## config.mk

```make
export PLATFORM = sky130hd
export DESIGN_NAME = limit_timer
export DESIGN_NICKNAME = d
export VERILOG_FILES = /design/src/rtl/dmt_pkg.sv /design/src/rtl/dmt_fsm.sv /design/src/rtl/dmt_count.sv /design/src/rtl/dmt_regs.sv /design/src/rtl/limit_timer.sv
export SDC_FILE = /design/constraint.sdc
export NUM_CORES = 1
export LEC_CHECK = 0
export ABC_AREA = 1
export BUFFER_PORTS_ARGS = -buffer_cell sky130_fd_sc_hd__buf_4
export CORE_MARGIN = 2
export CORE_UTILIZATION = 30
export DETAILED_ROUTE_END_ITERATION = 8
export GPL_ROUTABILITY_DRIVEN = 1
export RECOVER_POWER = 50
export REMOVE_ABC_BUFFERS = 1
export SLEW_MARGIN = 20
export SYNTH_ARGS = -nofsm -noshare
export SYNTH_HDL_FRONTEND = slang
export SYNTH_SLANG_ARGS = --single-unit
```

## constraint.sdc

```tcl
create_clock -name clk -period 3.34 [get_ports clk]
set_input_delay 0.668 -clock clk [delete_from_list [all_inputs] [get_ports clk]]
set_output_delay 0.668 -clock clk [all_outputs]
set_load 0.005 [all_outputs]
```

## src/rtl/dmt_pkg.sv

```systemverilog
package dmt_pkg;

    // Mode/run state of the channel
    typedef enum logic [1:0] {
        ST_CNT      = 2'd0,
        ST_USR_IDLE = 2'd1,
        ST_USR_RUN  = 2'd2
    } dmt_state_e;

    // Word addresses (their meaning is decoded per mode)
    localparam int W_LIMIT      = 0;
    localparam int W_COUNT      = 1;
    localparam int W_LIMIT_KEEP = 2;
    localparam int W_CTRL       = 3;

endpackage

```

## src/rtl/dmt_fsm.sv

```systemverilog
module dmt_fsm
    import dmt_pkg::*;
(
    input  logic       clk,
    input  logic       rst_n,
    input  logic       user_mode,
    input  logic       ctl_wr,
    input  logic       ctl_run,
    output dmt_state_e state,
    output logic       enter,
    output logic       leave,
    output logic       cnt_mode,
    output logic       usr_run
);

    dmt_state_e state_q, state_d;

    // state register
    always_ff @(posedge clk or negedge rst_n) begin
        if (!rst_n) state_q <= ST_CNT;
        else        state_q <= state_d;
    end

    // transitions: ENTER, LEAVE, START, STOP
    always_comb begin
        state_d = state_q;
        unique case (state_q)
            ST_CNT: begin
                if (user_mode) state_d = ST_USR_IDLE;              // ENTER
            end
            ST_USR_IDLE: begin
                if (!user_mode)              state_d = ST_CNT;     // LEAVE
                else if (ctl_wr && ctl_run)  state_d = ST_USR_RUN; // START
            end
            ST_USR_RUN: begin
                if (!user_mode)              state_d = ST_CNT;     // LEAVE
                else if (ctl_wr && !ctl_run) state_d = ST_USR_IDLE;// STOP
            end
            default: state_d = ST_CNT;
        endcase
    end

    // outputs
    always_comb begin
        state    = state_q;
        enter    = (state_q == ST_CNT) && user_mode;
        leave    = (state_q != ST_CNT) && !user_mode;
        cnt_mode = (state_q == ST_CNT);
        usr_run  = (state_q == ST_USR_RUN);
    end

    AST_START_NEEDS_WRITE: assert property (@(posedge clk) disable iff (!rst_n)
        $rose(state_q == ST_USR_RUN) |-> $past(ctl_wr && ctl_run));

endmodule

```

## src/rtl/dmt_count.sv

```systemverilog
module dmt_count #(
    parameter int DATA_W     = 32,
    parameter int CNT_W      = 31,
    parameter int TICK_SHIFT = 9,
    parameter int USER_W     = 63
) (
    input  logic                       clk,
    input  logic                       rst_n,
    input  logic                       tick,
    input  logic                       cnt_mode,
    input  logic                       usr_run,
    input  logic                       enter,
    input  logic                       leave,
    input  logic                       rd_lim_clr,
    input  logic                       wr_lim_rst,
    input  logic                       wr_lim_keep,
    input  logic                       wr_hi,
    input  logic                       wr_lo,
    input  logic [DATA_W-1:0]          wdata,
    output logic [USER_W-TICK_SHIFT-1:0] cnt_q,
    output logic [CNT_W-TICK_SHIFT-1:0]  lim_q,
    output logic                       reached_q,
    output logic                       irq_q
);

    localparam int PER_W  = CNT_W - TICK_SHIFT;   // counting-mode period bits
    localparam int UPER_W = USER_W - TICK_SHIFT;  // user-mode period bits
    localparam int LO_W   = DATA_W - TICK_SHIFT;  // period bits in lower word
    localparam int HI_W   = UPER_W - LO_W;        // period bits in upper word
    localparam logic [PER_W-1:0] PER_MAX = '1;

    logic [UPER_W-1:0] cnt_d;
    logic [PER_W-1:0]  lim_d;
    logic              reached_d, irq_d;
    logic [PER_W-1:0]  per_nx;
    logic [UPER_W-1:0] usr_nx;
    logic              lim_hit, wrap_hit;

    always_comb begin
        per_nx   = cnt_q[PER_W-1:0] + PER_W'(1);
        usr_nx   = cnt_q + UPER_W'(1);
        lim_hit  = (lim_q != '0) && (per_nx == lim_q);
        wrap_hit = (per_nx == PER_MAX);

        cnt_d     = cnt_q;
        lim_d     = lim_q;
        reached_d = reached_q;
        irq_d     = irq_q;

        if (enter) begin
            cnt_d     = '0;
            lim_d     = '0;
            reached_d = 1'b0;
            irq_d     = 1'b0;
        end else if (leave) begin
            cnt_d     = '0;
            reached_d = 1'b0;
        end else begin
            if (rd_lim_clr) begin
                reached_d = 1'b0;
                irq_d     = 1'b0;
            end
            if (cnt_mode && tick) begin
                if (lim_hit || wrap_hit) begin
                    cnt_d     = '0;
                    reached_d = 1'b1;
                    if (lim_hit) irq_d = 1'b1;
                end else begin
                    cnt_d = UPER_W'(per_nx);
                end
            end
            if (usr_run && tick) begin
                cnt_d = usr_nx;
                if (usr_nx == '0) reached_d = 1'b1;
            end
            if (wr_lim_keep) lim_d = wdata[CNT_W-1:TICK_SHIFT];
            if (wr_lim_rst) begin
                lim_d     = wdata[CNT_W-1:TICK_SHIFT];
                cnt_d     = '0;
                reached_d = 1'b0;
                irq_d     = 1'b0;
            end
            if (wr_hi) begin
                cnt_d[UPER_W-1:LO_W] = wdata[HI_W-1:0];
                reached_d            = 1'b0;
            end
            if (wr_lo) begin
                cnt_d[LO_W-1:0] = wdata[DATA_W-1:TICK_SHIFT];
                reached_d       = 1'b0;
            end
        end
    end

    always_ff @(posedge clk or negedge rst_n) begin
        if (!rst_n) begin
            cnt_q     <= '0;
            lim_q     <= '0;
            reached_q <= 1'b0;
            irq_q     <= 1'b0;
        end else begin
            cnt_q     <= cnt_d;
            lim_q     <= lim_d;
            reached_q <= reached_d;
            irq_q     <= irq_d;
        end
    end

    AST_IRQ_WITH_REACHED: assert property (@(posedge clk) disable iff (!rst_n)
        irq_q |-> reached_q);
    AST_CNT_BELOW_WRAP: assert property (@(posedge clk) disable iff (!rst_n)
        cnt_mode |-> (cnt_q < UPER_W'(PER_MAX)));
    AST_USER_NO_IRQ: assert property (@(posedge clk) disable iff (!rst_n)
        !cnt_mode |-> !irq_q);
    AST_ENTER_CLEARS: assert property (@(posedge clk) disable iff (!rst_n)
        enter |=> (cnt_q == '0 && lim_q == '0 && !reached_q && !irq_q));
    AST_STOPPED_HOLDS: assert property (@(posedge clk) disable iff (!rst_n)
        (!cnt_mode && !usr_run && !wr_hi && !wr_lo && !leave) |=> $stable(cnt_q));
    AST_LIMIT_WRITE_RESETS: assert property (@(posedge clk) disable iff (!rst_n)
        (wr_lim_rst && !enter && !leave) |=> (cnt_q == '0 && !irq_q));

endmodule

```

## src/rtl/dmt_regs.sv

```systemverilog
module dmt_regs
    import dmt_pkg::*;
#(
    parameter int ADDR_W     = 3,
    parameter int DATA_W     = 32,
    parameter int CNT_W      = 31,
    parameter int TICK_SHIFT = 9,
    parameter int USER_W     = 63
) (
    input  logic                         clk,
    input  logic                         rst_n,
    input  logic                         rd_en,
    input  logic                         wr_en,
    input  logic [ADDR_W-1:0]            addr,
    input  dmt_state_e                   state,
    input  logic [USER_W-TICK_SHIFT-1:0] cnt,
    input  logic [CNT_W-TICK_SHIFT-1:0]  limit,
    input  logic                         reached,
    output logic [DATA_W-1:0]            rdata,
    output logic                         rd_lim_clr,
    output logic                         wr_lim_rst,
    output logic                         wr_lim_keep,
    output logic                         wr_hi,
    output logic                         wr_lo,
    output logic                         ctl_wr
);

    localparam int PER_W  = CNT_W - TICK_SHIFT;
    localparam int UPER_W = USER_W - TICK_SHIFT;

    logic              is_user, running;
    logic              a_lim, a_cnt, a_keep, a_ctl;
    logic [2*DATA_W-1:0] full;
    logic [DATA_W-1:0] lim_word, cnt_word, hi_word;

    always_comb begin
        is_user = (state != ST_CNT);
        running = (state == ST_CNT) || (state == ST_USR_RUN);
        a_lim   = (addr == ADDR_W'(W_LIMIT));
        a_cnt   = (addr == ADDR_W'(W_COUNT));
        a_keep  = (addr == ADDR_W'(W_LIMIT_KEEP));
        a_ctl   = (addr == ADDR_W'(W_CTRL));

        full     = {{(2*DATA_W-UPER_W){1'b0}}, cnt} << TICK_SHIFT;
        lim_word = DATA_W'({limit, {TICK_SHIFT{1'b0}}});
        cnt_word = DATA_W'({cnt[PER_W-1:0], {TICK_SHIFT{1'b0}}});
        cnt_word[DATA_W-1] = reached;
        hi_word  = full[2*DATA_W-1:DATA_W];
        hi_word[DATA_W-1] = hi_word[DATA_W-1] | reached;

        rdata = '0;
        if (rd_en) begin
            if (a_lim)      rdata = is_user ? hi_word : lim_word;
            else if (a_cnt) rdata = is_user ? full[DATA_W-1:0] : cnt_word;
            else if (a_ctl) rdata = DATA_W'(running);
        end

        rd_lim_clr  = rd_en && a_lim && !is_user;
        wr_lim_rst  = wr_en && a_lim && !is_user;
        wr_hi       = wr_en && a_lim && is_user;
        wr_lo       = wr_en && a_cnt && is_user;
        wr_lim_keep = wr_en && a_keep;
        ctl_wr      = wr_en && a_ctl && is_user;
    end

    AST_LOW_BITS_ZERO: assert property (@(posedge clk) disable iff (!rst_n)
        (rd_en && a_cnt && state == ST_CNT) |-> (rdata[TICK_SHIFT-1:0] == '0));
    AST_IDLE_BUS_ZERO: assert property (@(posedge clk) disable iff (!rst_n)
        !rd_en |-> (rdata == '0));

endmodule

```

## src/rtl/limit_timer.sv

```systemverilog
module limit_timer
    import dmt_pkg::*;
#(
    parameter int ADDR_W     = 3,
    parameter int DATA_W     = 32,
    parameter int CNT_W      = 31,
    parameter int TICK_SHIFT = 9,
    parameter int USER_W     = 63
) (
    input  logic              clk,
    input  logic              rst_n,
    input  logic              tick,
    input  logic              user_mode,
    input  logic              rd_en,
    input  logic              wr_en,
    input  logic [ADDR_W-1:0] addr,
    input  logic [DATA_W-1:0] wdata,
    output logic [DATA_W-1:0] rdata,
    output logic              irq
);

    localparam int PER_W  = CNT_W - TICK_SHIFT;
    localparam int UPER_W = USER_W - TICK_SHIFT;

    dmt_state_e        state;
    logic              enter, leave, cnt_mode, usr_run;
    logic              rd_lim_clr, wr_lim_rst, wr_lim_keep, wr_hi, wr_lo, ctl_wr;
    logic [UPER_W-1:0] cnt;
    logic [PER_W-1:0]  limit;
    logic              reached;

    dmt_fsm u_fsm (
        .clk       (clk),
        .rst_n     (rst_n),
        .user_mode (user_mode),
        .ctl_wr    (ctl_wr),
        .ctl_run   (wdata[0]),
        .state     (state),
        .enter     (enter),
        .leave     (leave),
        .cnt_mode  (cnt_mode),
        .usr_run   (usr_run)
    );

    dmt_regs #(
        .ADDR_W     (ADDR_W),
        .DATA_W     (DATA_W),
        .CNT_W      (CNT_W),
        .TICK_SHIFT (TICK_SHIFT),
        .USER_W     (USER_W)
    ) u_regs (
        .clk         (clk),
        .rst_n       (rst_n),
        .rd_en       (rd_en),
        .wr_en       (wr_en),
        .addr        (addr),
        .state       (state),
        .cnt         (cnt),
        .limit       (limit),
        .reached     (reached),
        .rdata       (rdata),
        .rd_lim_clr  (rd_lim_clr),
        .wr_lim_rst  (wr_lim_rst),
        .wr_lim_keep (wr_lim_keep),
        .wr_hi       (wr_hi),
        .wr_lo       (wr_lo),
        .ctl_wr      (ctl_wr)
    );

    dmt_count #(
        .DATA_W     (DATA_W),
        .CNT_W      (CNT_W),
        .TICK_SHIFT (TICK_SHIFT),
        .USER_W     (USER_W)
    ) u_count (
        .clk         (clk),
        .rst_n       (rst_n),
        .tick        (tick),
        .cnt_mode    (cnt_mode),
        .usr_run     (usr_run),
        .enter       (enter),
        .leave       (leave),
        .rd_lim_clr  (rd_lim_clr),
        .wr_lim_rst  (wr_lim_rst),
        .wr_lim_keep (wr_lim_keep),
        .wr_hi       (wr_hi),
        .wr_lo       (wr_lo),
        .wdata       (wdata),
        .cnt_q       (cnt),
        .lim_q       (limit),
        .reached_q   (reached),
        .irq_q       (irq)
    );

    AST_RESET_QUIET: assert property (@(posedge clk) disable iff (!rst_n)
        $rose(rst_n) |-> !irq);

endmodule

```

==> Word level (Yosys, flattened, before mapping) <==
Cells that the tools add are included.
{ "word_totals": {"output_inout_bits": 33, "input_bits": 41, "elab_cells": 92, "regBits": 80} }
{ "classes": {"reduce_logical": 32, "n_mux": 41, "n_eq_ne": 11, "addsub": 2} }
{ "ops": {"columns": ["op", "count"], "rows": [
  ["two-way mux 54 bit", 5],
  ["two-way mux 32 bit", 5],
  ["two-way mux 22 bit", 5],
  ["adder 54 x 1 -> 54 bit, second input constant", 1],
  ["logical NOT 54 bit", 1],
  ["two-way mux 31 bit", 1],
  ["two-way mux 23 bit", 1],
  ["adder 22 x 1 -> 22 bit, second input constant", 1],
  ["== test 22 bit", 1],
  ["== test 22 bit, second input constant", 1],
  ["nonzero test 22 bit", 1],
  ["two-way mux 1 bit", 18],
  ["logical AND 1 bit", 17],
  ["nonzero test 6 bit", 2],
  ["two-way mux 2 bit", 5],
  ["== test 3 x 2 -> 1 bit, second input constant", 2],
  ["case mux 2 bit (3 select lines)", 1],
  ["inequality test 2 bit, second input constant", 2],
  ["== test 3 x 1 -> 1 bit, second input constant", 1],
  ["logical NOT 1 bit", 3],
  ["logical NOT 3 bit", 1],
  ["inequality test 3 x 2 -> 1 bit, second input constant", 1],
  ["inequality test 3 bit, second input constant", 1],
  ["AND reduction 3 bit", 1],
  ["7 further kinds", 8]
]} }

==> Longest topological paths before layout <==
Gate-level depths: netlist (run 1).
{ "logic_depth": {"depth_word": 13, "ltp_mapped": 22, "mapped_depth_nobuf": 21} }

==> Modules after synthesis <==
From an unflattened synthesis (run 1), not the netlist that was laid out.
{ "hier_totals": {"hier_cells": 1245, "hier_area_um2": 7619.8} }
{ "by_module_without_submodules": {"columns": ["module", "area_each_um2", "n_inst", "cells_per_inst", "seq_area_each_um2"], "rows": [
  ["dmt_count", 6334.8, 1, 1011, 1951.9],
  ["dmt_regs", 1143.6, 1, 215, 0.0],
  ["dmt_fsm", 141.4, 1, 19, 50.0]
]} }

==> Least setup slack after synthesis (run 1) <==
No wires, ideal clock.
{ "synth_timing": {"path_type": "input -> register", "from": "input addr[0]", "to": "register u_count.cnt_q[10]", "setup_slack_ps": 1003, "path_stages": 14, "arrival_time_ps": 2272, "path_buffers": 1, "cell_sequence": "nor2_1 -> nand2_1 -> nor2_1 -> inv_1 -> nor2_2 -> nor2_1 -> inv_1 -> nor2_1 -> inv_1 -> nand2_1 -> inv_1 -> buf_2 -> nand2_1 -> nand2_1"} }
{ "synth_between": {"elab_chain_len": 7, "word_cells_on_any_way": 11, "classes_between": "eq/ne (1); mux (4); reduce/logical (6)"} }
{ "synth_lines": {"columns": ["element", "line", "text"], "rows": [
  ["start, declared", "limit_timer.sv:16", "input logic [ADDR_W-1:0] addr,"],
  ["logical NOT 3 bit", "dmt_regs.sv:39", "a_lim = (addr == ADDR_W'(W_LIMIT));"],
  ["logical AND 1 bit (2 in series)", "dmt_regs.sv:59", "wr_lim_rst = wr_en && a_lim && !is_user;"],
  ["two-way mux 54 bit", "dmt_count.sv:77", "if (wr_lim_rst) begin"],
  ["two-way mux 23 bit", "dmt_count.sv:87", "if (wr_lo) begin"],
  ["two-way mux 54 bit", "dmt_count.sv:55", "end else if (leave) begin"],
  ["two-way mux 54 bit", "dmt_count.sv:50", "if (enter) begin"],
  ["end signal, assigned", "dmt_count.sv:101", "cnt_q <= cnt_d;"],
  ["end, declared", "dmt_count.sv:20", "output logic [USER_W-TICK_SHIFT-1:0] cnt_q,"]
]} }
Several ways; a longest one is shown, not always the timed one.
A chain may end at the register's enable or synchronous reset.

==> Worst setup path in the final report (run 1) <==
{ "layout_timing": {"from": "register u_fsm.state_q[1], in the netlist u_fsm.state[1]", "to": "output rdata[10]"} }
{ "layout_between": {"elab_chain_len": 4} }
{ "layout_lines": {"columns": ["element", "line", "text"], "rows": [
  ["start, declared", "dmt_fsm.sv:16", "dmt_state_e state_q, state_d;"],
  ["start signal, assigned", "dmt_fsm.sv:21", "else state_q <= state_d;"],
  ["nonzero test 2 bit", "dmt_regs.sv:37", "is_user = (state != ST_CNT);"],
  ["two-way mux 32 bit (2 in series)", "dmt_regs.sv:53", "if (a_lim) rdata = is_user ? hi_word : lim_word;"],
  ["two-way mux 32 bit", "dmt_regs.sv:52", "if (rd_en) begin"],
  ["end, declared", "limit_timer.sv:18", "output logic [DATA_W-1:0] rdata,"]
]} }
No other way between the ends.

==> results of run 1 <==
-- power groups by stage --
stage,clock (mW),sequential (mW),combinational [mW]
detailed placement,0,1.44,2.12
CTS,1.20,1.43,2.13
global placement,0,1.45,2.10
global route,1.25,1.47,2.38
finish,1.20,1.44,2.13
floorplan,0,1.36,1.35
-- per-layer routing --
metal	up-vias	routed length [microns]	GRT usage [%]
li1	3865	-	-
met1	3702	13500	34.5
met2	325	12400	36.5
met3	52	2100	4.58
met4	0	969	8.21
met5	-	0	0
-- synth_stat cells (all sizes together) --
master	n
clkbuf	33
o2111ai	1
o22ai	33
o21ai	73
nand2	408
buf	3
a22oi	9
nand4	20
inv	134
or3	1
nor2	156
ha	6
a21oi	66
and3	1
nand3b	2
o21bai	2
a22o	1
a31oi	1
nor3	24
xnor2	1
nand3	79
dfrtp	80
xor2	24
o211ai	3
-- kinds of logic after synthesis --
| kind of cell | count (synthesis) | synth area share (%) |
|---|---|---|
| adders and majority gates | 6 | 1.08 |
| xor gates and xnor gates | 25 | 3.16 |
| DFF | 80 | 28.9 |
| AOI/OAI and AO/OA | 189 | 14.9 |
| buffers and inverters | 170 | 9.45 |
| and+or+nand+nor | 691 | 42.6 |
-- final cells by class --
class | instances | area [sq um]
tap | 285 | 357
timing repair buffer | 93 | 682
sequential | 80 | 2000
clock inverter | 7 | 119
multi-input combinational | 911 | 4290
fill | 2516 | 14500
clock buffer | 9 | 225
inverter | 134 | 503
-- cells in the final DEF, fill, tap and decap left out, drive strengths merged --
master,n
or3,1
nor3,24
a22o,1
nand4,20
nand2,408
buf,86
a31oi,1
clkinv,1
and3,1
clkbuf,16
a22oi,9
o2111ai,1
clkinvlp,2
ha,6
a21oi,66
o211ai,3
dfrtp,80
o22ai,33
bufinv,3
nand3b,2
xnor2,1
o21ai,73
inv,135
xor2,24
o21bai,2
nor2,156
nand3,79
-- sequential cells by signal (all words and copies together), names as in the netlist --
| signal | count |
|---|---|
| u_count.irq_q | 1 |
| u_fsm.state | 2 |
| u_count.cnt_q | 54 |
| u_count.reached_q | 1 |
| u_count.lim_q | 22 |
-- worst paths after layout --
kind,start,endpoint,slack (ns),cells past startpoint
max in group asynchronous,rst_n,u_count.reached_q,1.03,2
worst max register to register,u_count.cnt_q[0],u_count.cnt_q[3],0.26,21
worst min register to register,u_count.irq_q,u_count.irq_q,0.53,2
min in group asynchronous,rst_n,u_count.lim_q[6],1.04,2
worst max-delay path,u_fsm.state[1],rdata[10],0.23,5
worst min-delay path,u_count.irq_q,u_count.irq_q,0.53,2
-- stage by stage --
stage	power (mW)	TNS (ns)	hold slack (ns)	setup WS, ns	utilization [%]
2_1_floorplan	2.71	-16.93	0.372	-0.556	-
3_3_place_gp	3.55	0	0.523	0.273	34.7
3_5_place_dp	3.56	0	0.518	0.279	34.7
4_1_cts	4.77	0	0.377	0.250	36.3
5_1_grt	5.10	0	0.569	0.0138	36.1
6_report	4.77	0	0.525	0.230	36.1
-- worst max-delay path, stage by stage, from the launching register on --
cell,delay [ns]
dfrtp_1,0.43
nor2_4,0.27
clkbuf_2,0.70
o21ai_0,0.19
a21oi_1,0.28
buf_4,0.17
==> results.tsv, run 1 <==
metric	value	unit
Max-Cap Viols	1	
Final Hold Viols	0	
worst hold path class	register to register	
Via Count	7944	
largest net degree at the start of global routing	81	
initial core utilization	30.6	%
CTS max path bufs	2	
Sink Count	80	
Synth Area per Inst	5.97	sq um
DR iter-0 viols	748	
dominant cell type by area after synthesis	dfrtp_1	
maximum VDD drop	284	uV
DRT antenna net count	0	
share of layout cells above drive strength 1	12.8	%
post-layout minimum cycle time	3.11	ns
final setup fails	0	
Power Dens Cells	583	nW/um^2
FMAX	322	MHz
Clock power frac	25.1	%
nets@finish	1276	
number of distinct library cells after synthesis	34	
Cells after Synth	1161	
status	finished, violations left	
Clock transition at path regs	0.07	ns
RSZ-0062 raised after global routing	false	
Clk Latency, worst-skew pair	0.36	ns
Post-CTS Setup Bufs	0	
cell internal pwr	2.53	mW
# rows	55	
CTS buffer count	9	
CP Capture Type	primary output	
Switch Pwr	2.23	mW
Critical Path RT	2.67	ns
CP Launch Type	register	
Mapped Area	6940	sq um
Root Buffer Master	clkbuf_16	
Remaining Overflow, GRT	0	
H-tree Lvls	3	
ant diodes	0	
full die area	24400	sq um
max_slew headroom	-43.3	%
Port Buf Inserts	73	
combinational power share	44.7	%
vias per cell	5.23	
Lkg Pwr	3.73	nW
flops & latches, synth	80	
violated checks	capacitance limit, slew limit	
core area	22600	sq um
crit share post-route	93.1	%
Die Wd	156	microns
initial antenna violation count	0	
TritonCTS clock tree	built	
Slew @ Worst Pin	2.15	ns
die height	156	microns
hpwl dp	22700	microns
synth top area cells	dfrtp_1 (29%), nand2_1 (20%), nor2_1 (7.7%)	
Hold Buf Count CTS	0	
first drt pass iteration count	5	
Total GRT Usage	24.2	%
yosys synthesis warning count	0	
share of the synthesized area in the top cell type	28.9	%
boundary pin count	74	
sw frac	46.8	%
area grow syn2layout	17.9	%
crit-path max FO	41	
cell count after placement	1503	
post-route cell area	8180	sq um
dpl cell area	7870	sq um
Finished Layout Cells	1519	
WL per Instance	19.1	microns
Final Max Slew Viols	81	
Crit Path Class	register to primary output	
vias in the first global route	7483	
first-pass GRT wire length	44500	microns
DRC	0	
Critical Path AT	2.44	ns
GPL Wtd Cong	1.04	
sequential share of power	30.2	%
sequential area share after synthesis	28.9	%
post-CTS sizing	0	
Total Wirelength	29000	microns
Setup Skew	0.00766	ns
(Power assumes the default switching activity.)
==> run 2, diff against run 1 <==
--- a/config.mk
+++ b/config.mk
@@ -8,11 +8,12 @@
 export ABC_AREA = 1
 export BUFFER_PORTS_ARGS = -buffer_cell sky130_fd_sc_hd__buf_4
 export CORE_MARGIN = 2
-export CORE_UTILIZATION = 30
+export CORE_UTILIZATION = 40
 export DETAILED_ROUTE_END_ITERATION = 8
 export GPL_ROUTABILITY_DRIVEN = 1
 export RECOVER_POWER = 50
 export REMOVE_ABC_BUFFERS = 1
+export SKIP_LAST_GASP = 1
 export SLEW_MARGIN = 20
 export SYNTH_ARGS = -nofsm -noshare
 export SYNTH_HDL_FRONTEND = slang
==> run 2 against run 1 <==
Effect of this change:
- clock skew rose by 0.0023 ns
- worst hold slack barely moved
- flip-flop and latch count did not move
- the run still ends with capacitance limit, slew limit left
- combinational power barely moved
- utilization rose by 11 points
- die area fell by 24%
- register-to-register slack barely moved
- global-route usage rose by 8.8 points
- critical endpoint is now u_count.cnt_q[3]
- largest cell class unchanged
==> results.tsv, run 2 (synthesized netlist as in run 1, its figures left out) <==
metric	value	unit	change
routing usage on met1	45.4	%	+11 points
vias in the first global route	7611		+1.7%
WL per Instance	20.3	microns	+6.6%
full die area	18400	sq um	-24%
Clk Latency, worst-skew pair	0.36	ns	about the same
Via Count	8150		+2.6%
post-CTS sizing	0		unchanged
worst hold path class	register to register		
most common cell after layout, fill and taps aside	nand2_1		
global route hottest layer	met2		
crit-path max FO	22		-46%
Critical Path AT	3.33	ns	+0.89 ns
max_slew headroom	-50.0	%	-6.6 points
CP Launch Type	register		
CTS max path bufs	2		unchanged
Power Dens Cells	583	nW/um^2	about the same
Die Wd	136	microns	-13%
Hold Buf Count CTS	0		unchanged
Setup WS post-layout	0.260	ns	+0.0293 ns
max reg flops	54		unchanged
# rows	48		-13%
area grow syn2layout	16.1	%	
largest net degree at the start of global routing	51		-37%
Total Wirelength	29700	microns	+2.4%
Min Hold Slack	0.526	ns	+0.000281 ns
met3 usage	4.64	%	+0.056 points
Crit Path Class	register to register		
first drt pass iteration count	5		unchanged
post-layout minimum cycle time	3.08	ns	-0.0293 ns
final core occ	47.1	%	+11 points
Setup Skew	0.0100	ns	+0.00234 ns
Slew @ Worst Pin	2.25	ns	+0.0996 ns
Final Max Slew Viols	71		-12%
Post-CTS Setup Bufs	0		unchanged
H-tree Lvls	3		unchanged
vias per cell	5.59		+6.8%
Setup WS pre-CTS	0.263	ns	-0.0158 ns
share of layout cells above drive strength 1	12.7	%	-0.15 points
DRT antenna net count	0		unchanged
Critical Path RT	3.59	ns	+0.92 ns
Total Power	4.69	mW	-1.5%
TritonCTS clock tree	built		
Port Buf Inserts	73		unchanged
Root Buffer Master	clkbuf_16		
Worst R2R Start	u_count.cnt_q[0]		
first-pass GRT wire length	45200	microns	+1.6%
Total GRT Usage	33.0	%	+8.8 points
Final Hold Viols	0		unchanged
R2R setup slack	0.26	ns	about the same
capture point of the worst path	u_count.cnt_q[3]		
GPL Wtd Cong	1.03		-0.85%
Clock transition at path regs	0.07	ns	about the same
CP Capture Type	register		
violated checks	capacitance limit, slew limit		
DR iter-0 viols	868		+16%
boundary pin count	74		unchanged
core area	17100	sq um	-24%
final setup fails	0		unchanged
nets@finish	1275		-0.078%
initial core utilization	40.5	%	+9.9 points
maximum VDD drop	428	uV	+50%
crit path from	u_count.cnt_q[0]		
DRC	0		unchanged
Max-Cap Viols	2		+1
Lkg Pwr	3.71	nW	-0.69%
initial antenna violation count	1		+1
status	finished, violations left		
hpwl dp	22600	microns	about the same
crit share post-route	92.2	%	-0.88 points
met2 Use GR	52.0	%	+16 points
Sink Count	80		unchanged
Biggest register	u_count.cnt_q		
die height	136	microns	-13%
most frequent cells in the layout	nand2_1 (374), nor2_1 (141), inv_1 (132)		
CTS buffer count	9		unchanged
reg2reg path depth	17		-19%
reg2reg end	u_count.cnt_q[3]		
FMAX	325	MHz	+0.95%
Remaining Overflow, GRT	0		unchanged
[run 2: how the worst min path moves through the flow]
| stage | from | slack [ns] | cells past startpoint | to |
|---|---|---|---|---|
| final | u_count.irq_q | 0.53 | 2 | u_count.irq_q |
| after global routing | u_count.irq_q | 0.58 | 2 | u_count.irq_q |
| after CTS | rst_n | 0.30 | 1 | u_count.lim_q[9] |
| after detailed placement | u_count.cnt_q[53] | 0.52 | 2 | u_count.cnt_q[53] |
| after global placement | u_count.cnt_q[53] | 0.51 | 2 | u_count.cnt_q[53] |
| after floorplan | rst_n | 0.37 | 0 | u_count.cnt_q[0] |
[run 2: layer usage]
layer	part of all wire, %	up-vias
li1	-	3877
met1	43	3786
met2	45	420
met3	8.4	67
met4	3.8	0
met5	0	-
[run 2: cell type report]
class | instances | area, sq um
Tap cell | 225 | 282
Inverter | 134 | 503
Clock inverter | 6 | 67.6
Sequential cell | 80 | 2000
Timing Repair Buffer | 92 | 668
Multi-Input combinational cell | 911 | 4290
Clock buffer | 10 | 239
Fill cell | 1921 | 9060
Antenna cell | 1 | 2.50
[run 2: metrics by stage]
stage / setup TNS (ns) / instances / cell area [sq um]
finish: 0 / 1459 / 8060
floorplan: -16.93 / 1125 / 6780
CTS: 0 / 1458 / 8080
global route: -0.0439 / 1458 / 8050
detailed placement: 0 / 1442 / 7770
global placement: 0 / 1442 / 7770
[run 2: report_power, final]
| part | switching, mW | internal, mW |
|---|---|---|
| Combinational | 1.55 | 0.616 |
| Sequential | 0.261 | 1.19 |
| Clock | 0.476 | 0.604 |
[run 2: worst max-delay path: stages, from the launching register on]
cell,delay [ns]
dfrtp_1,0.45
ha_1,0.28
nand2_2,0.13
inv_1,0.10
nand3_1,0.20
inv_1,0.17
nand2_1,0.12
nand2_1,0.12
nor2_1,0.23
nand4_1,0.15
nor2_1,0.11
nand4_1,0.14
nand2_2,0.16
nand2_4,0.26
nand2_2,0.16
nand2_1,0.06
nand2_1,0.06
nand2_1,0.06
==> run 3, diff against run 2 <==
--- a/config.mk
+++ b/config.mk
@@ -11,6 +11,7 @@
 export CORE_UTILIZATION = 40
 export DETAILED_ROUTE_END_ITERATION = 8
 export GPL_ROUTABILITY_DRIVEN = 1
+export PLACE_DENSITY_LB_ADDON = 0.25
 export RECOVER_POWER = 50
 export REMOVE_ABC_BUFFERS = 1
 export SKIP_LAST_GASP = 1
==> run 3 against run 2 <==
Effect of this change:
- the flow now finishes without violations
- clock power is 10% lower
- critical path depth is 1 higher
- die area stayed put
- count of clock-buffer cells in the layout is 5 higher
- power is 3.4% lower
- utilization is 0.23 points lower
- final cell count is 0.14% lower
- worst setup slack better by 0.029 ns
- critical endpoint is now u_count.cnt_q[0]
- largest cell class unchanged
- highest routed layer unchanged
==> results.tsv, run 3 (synthesized netlist as in run 1, its figures left out) <==
metric	value	unit	change
status	completed		
Biggest register	u_count.cnt_q		
max reg flops	54		unchanged
Die Wd	136	microns	unchanged
CTS buffer count	9		unchanged
first drt pass iteration count	5		unchanged
Sink Count	80		unchanged
final core occ	46.8	%	-0.23 points
most common cell after layout, fill and taps aside	nand2_1		
Total Wirelength	28200	microns	-4.8%
core area	17100	sq um	unchanged
Max-Cap Viols	0		-2
DRC	0		unchanged
H-tree Lvls	3		unchanged
Setup WS post-layout	0.289	ns	+0.0287 ns
share of layout cells above drive strength 1	12.0	%	-0.64 points
Clk Latency, worst-skew pair	0.36	ns	about the same
vias per cell	5.54		-0.75%
CTS max path bufs	2		unchanged
Remaining Overflow, GRT	0		unchanged
Worst R2R Start	u_count.cnt_q[1]		
post-layout minimum cycle time	3.05	ns	-0.0287 ns
nets@finish	1275		unchanged
combinational power share	47.0	%	+0.9 points
Final Max Slew Viols	0		-100%
Hold EP	u_count.irq_q		
first-pass GRT wire length	42900	microns	-5.2%
Slew @ Worst Pin	1.45	ns	-0.801 ns
Min Hold Slack	0.516	ns	-0.00986 ns
largest net degree at the start of global routing	54		+5.9%
# rows	48		unchanged
Via Count	8078		-0.88%
Critical Path AT	3.30	ns	-0.03 ns
final setup fails	0		unchanged
die height	136	microns	unchanged
TritonCTS clock tree	built		
Clock transition at path regs	0.06	ns	about the same
Lkg Pwr	3.69	nW	-0.37%
initial core utilization	40.5	%	unchanged
min-delay src	u_count.irq_q		
Clock power frac	21.3	%	-1.7 points
Root Buffer Master	clkbuf_16		
sequential share of power	31.7	%	+0.8 points
CP Launch Type	register		
RSZ-0062 raised after global routing	false		
GPL Wtd Cong	1.12		+9.0%
R2R setup slack	0.29	ns	+0.03 ns
reg2reg end	u_count.cnt_q[0]		
FMAX	328	MHz	+0.94%
max_slew headroom	3.41	%	+53 points
cell internal pwr	2.34	mW	-2.8%
ant diodes	0		-1
crit-path max FO	22		unchanged
sw frac	48.4	%	-0.32 points
Setup Skew	0.00631	ns	-0.00370 ns
worst hold path class	register to register		
worst hold path depth	2		unchanged
Crit Path Class	register to register		
area grow syn2layout	15.6	%	
Setup WS pre-CTS	0.292	ns	+0.0287 ns
boundary pin count	74		unchanged
vias in the first global route	7381		-3.0%
Post-CTS Setup Bufs	0		unchanged
Total GRT Usage	31.2	%	-1.7 points
WL per Instance	19.4	microns	-4.7%
initial antenna violation count	0		-1
reg2reg path depth	18		+1
cell count after placement	1442		unchanged
Critical Path RT	3.59	ns	about the same
full die area	18400	sq um	unchanged
crit share post-route	91.4	%	-0.86 points
Port Buf Inserts	73		unchanged
Switch Pwr	2.19	mW	-4.0%
DRT antenna net count	0		unchanged
hpwl dp	21400	microns	-5.4%
most frequent cells in the layout	nand2_1 (374), nor2_1 (144), inv_1 (132)		
Final Hold Viols	0		unchanged
Finished Layout Cells	1457		-0.14%
Total Power	4.53	mW	-3.4%
maximum VDD drop	431	uV	+0.75%
CP Capture Type	register		
DR iter-0 viols	862		-0.69%
Power Dens Cells	566	nW/um^2	-2.9%
-- run 3: changes by cell type in the layout (fill, tap and decap cells not counted), moves of 2 or more --
cell | before | now
clkinvlp_4 | 2 | 0
nor2_2 | 9 | 6
clkbuf_1 | 4 | 8
nor2_1 | 141 | 144
-- run 3: critical path, stage by stage, from the launching register on --
cell and delay, ns:
dfrtp_1 0.46, ha_1 0.31, nand2_2 0.13, inv_1 0.13, nand3_1 0.21, nor2_1 0.34
nand2_1 0.14, nand3_1 0.11, nand2_1 0.05, nor2_1 0.09, nand2_1 0.09, nor2_2 0.14
nand2_2 0.10, nand2_2 0.16, nand2_8 0.19, nand2_2 0.10, nand2_1 0.05, nand2_1 0.07
nand2_1 0.05
-- run 3: routing by layer --
metal	share of wire, %	wire length [microns]	vias to the layer above	global-route usage [%]
li1	-	-	3866	-
met1	44	12400	3742	43.9
met2	44	12400	410	47.9
met3	8.5	2410	60	5.16
met4	3.4	964	0	12.0
met5	0	0	-	0
-- run 3: metrics by stage --
step | area (sq um) | setup TNS [ns]
final | 8020 | 0
after global routing | 8020 | 0
after CTS | 8040 | 0
after detailed placement | 7770 | 0
after global placement | 7770 | 0
after floorplan | 6780 | -16.93
-- run 3: repair_timing --
| item | in CTS | in global routing |
|---|---|---|
| resized for setup | 0 | 1 |
| endpoints found under the setup margin | 0 | 22 |
| endpoints found under the hold margin | 0 | 0 |
| hold buffers | 0 | 0 |
-- run 3: worst max-delay path by stage --
stage,startpoint,end,slack (ns),cells past startpoint
after floorplan,u_fsm.state[1],u_count.lim_q[0],-0.56,7
after global placement,u_count.cnt_q[1],u_count.cnt_q[0],0.31,18
after detailed placement,u_count.cnt_q[1],u_count.cnt_q[0],0.29,18
after CTS,u_count.cnt_q[1],u_count.cnt_q[0],0.28,18
after global routing,u_count.cnt_q[1],u_count.cnt_q[6],0.004,18
final,u_count.cnt_q[1],u_count.cnt_q[0],0.29,18
-- run 3: power by group through the flow --
| stage | clock network, mW | logic, mW | registers (mW) |
|---|---|---|---|
| 3_5_place_dp | 0 | 2.10 | 1.44 |
| 6_report | 0.967 | 2.13 | 1.44 |
| 5_1_grt | 1.02 | 2.35 | 1.47 |
| 3_3_place_gp | 0 | 2.07 | 1.44 |
| 2_1_floorplan | 0 | 1.35 | 1.36 |
| 4_1_cts | 0.975 | 2.11 | 1.43 |
-- run 3: layout make-up --
type | instances | area (sq um)
fillers | 1880 | 9100
multi-input cells | 911 | 4290
flip-flops and latches | 80 | 2000
repair buffers | 92 | 668
inverters | 134 | 503
well taps | 225 | 282
clock buffers | 15 | 268
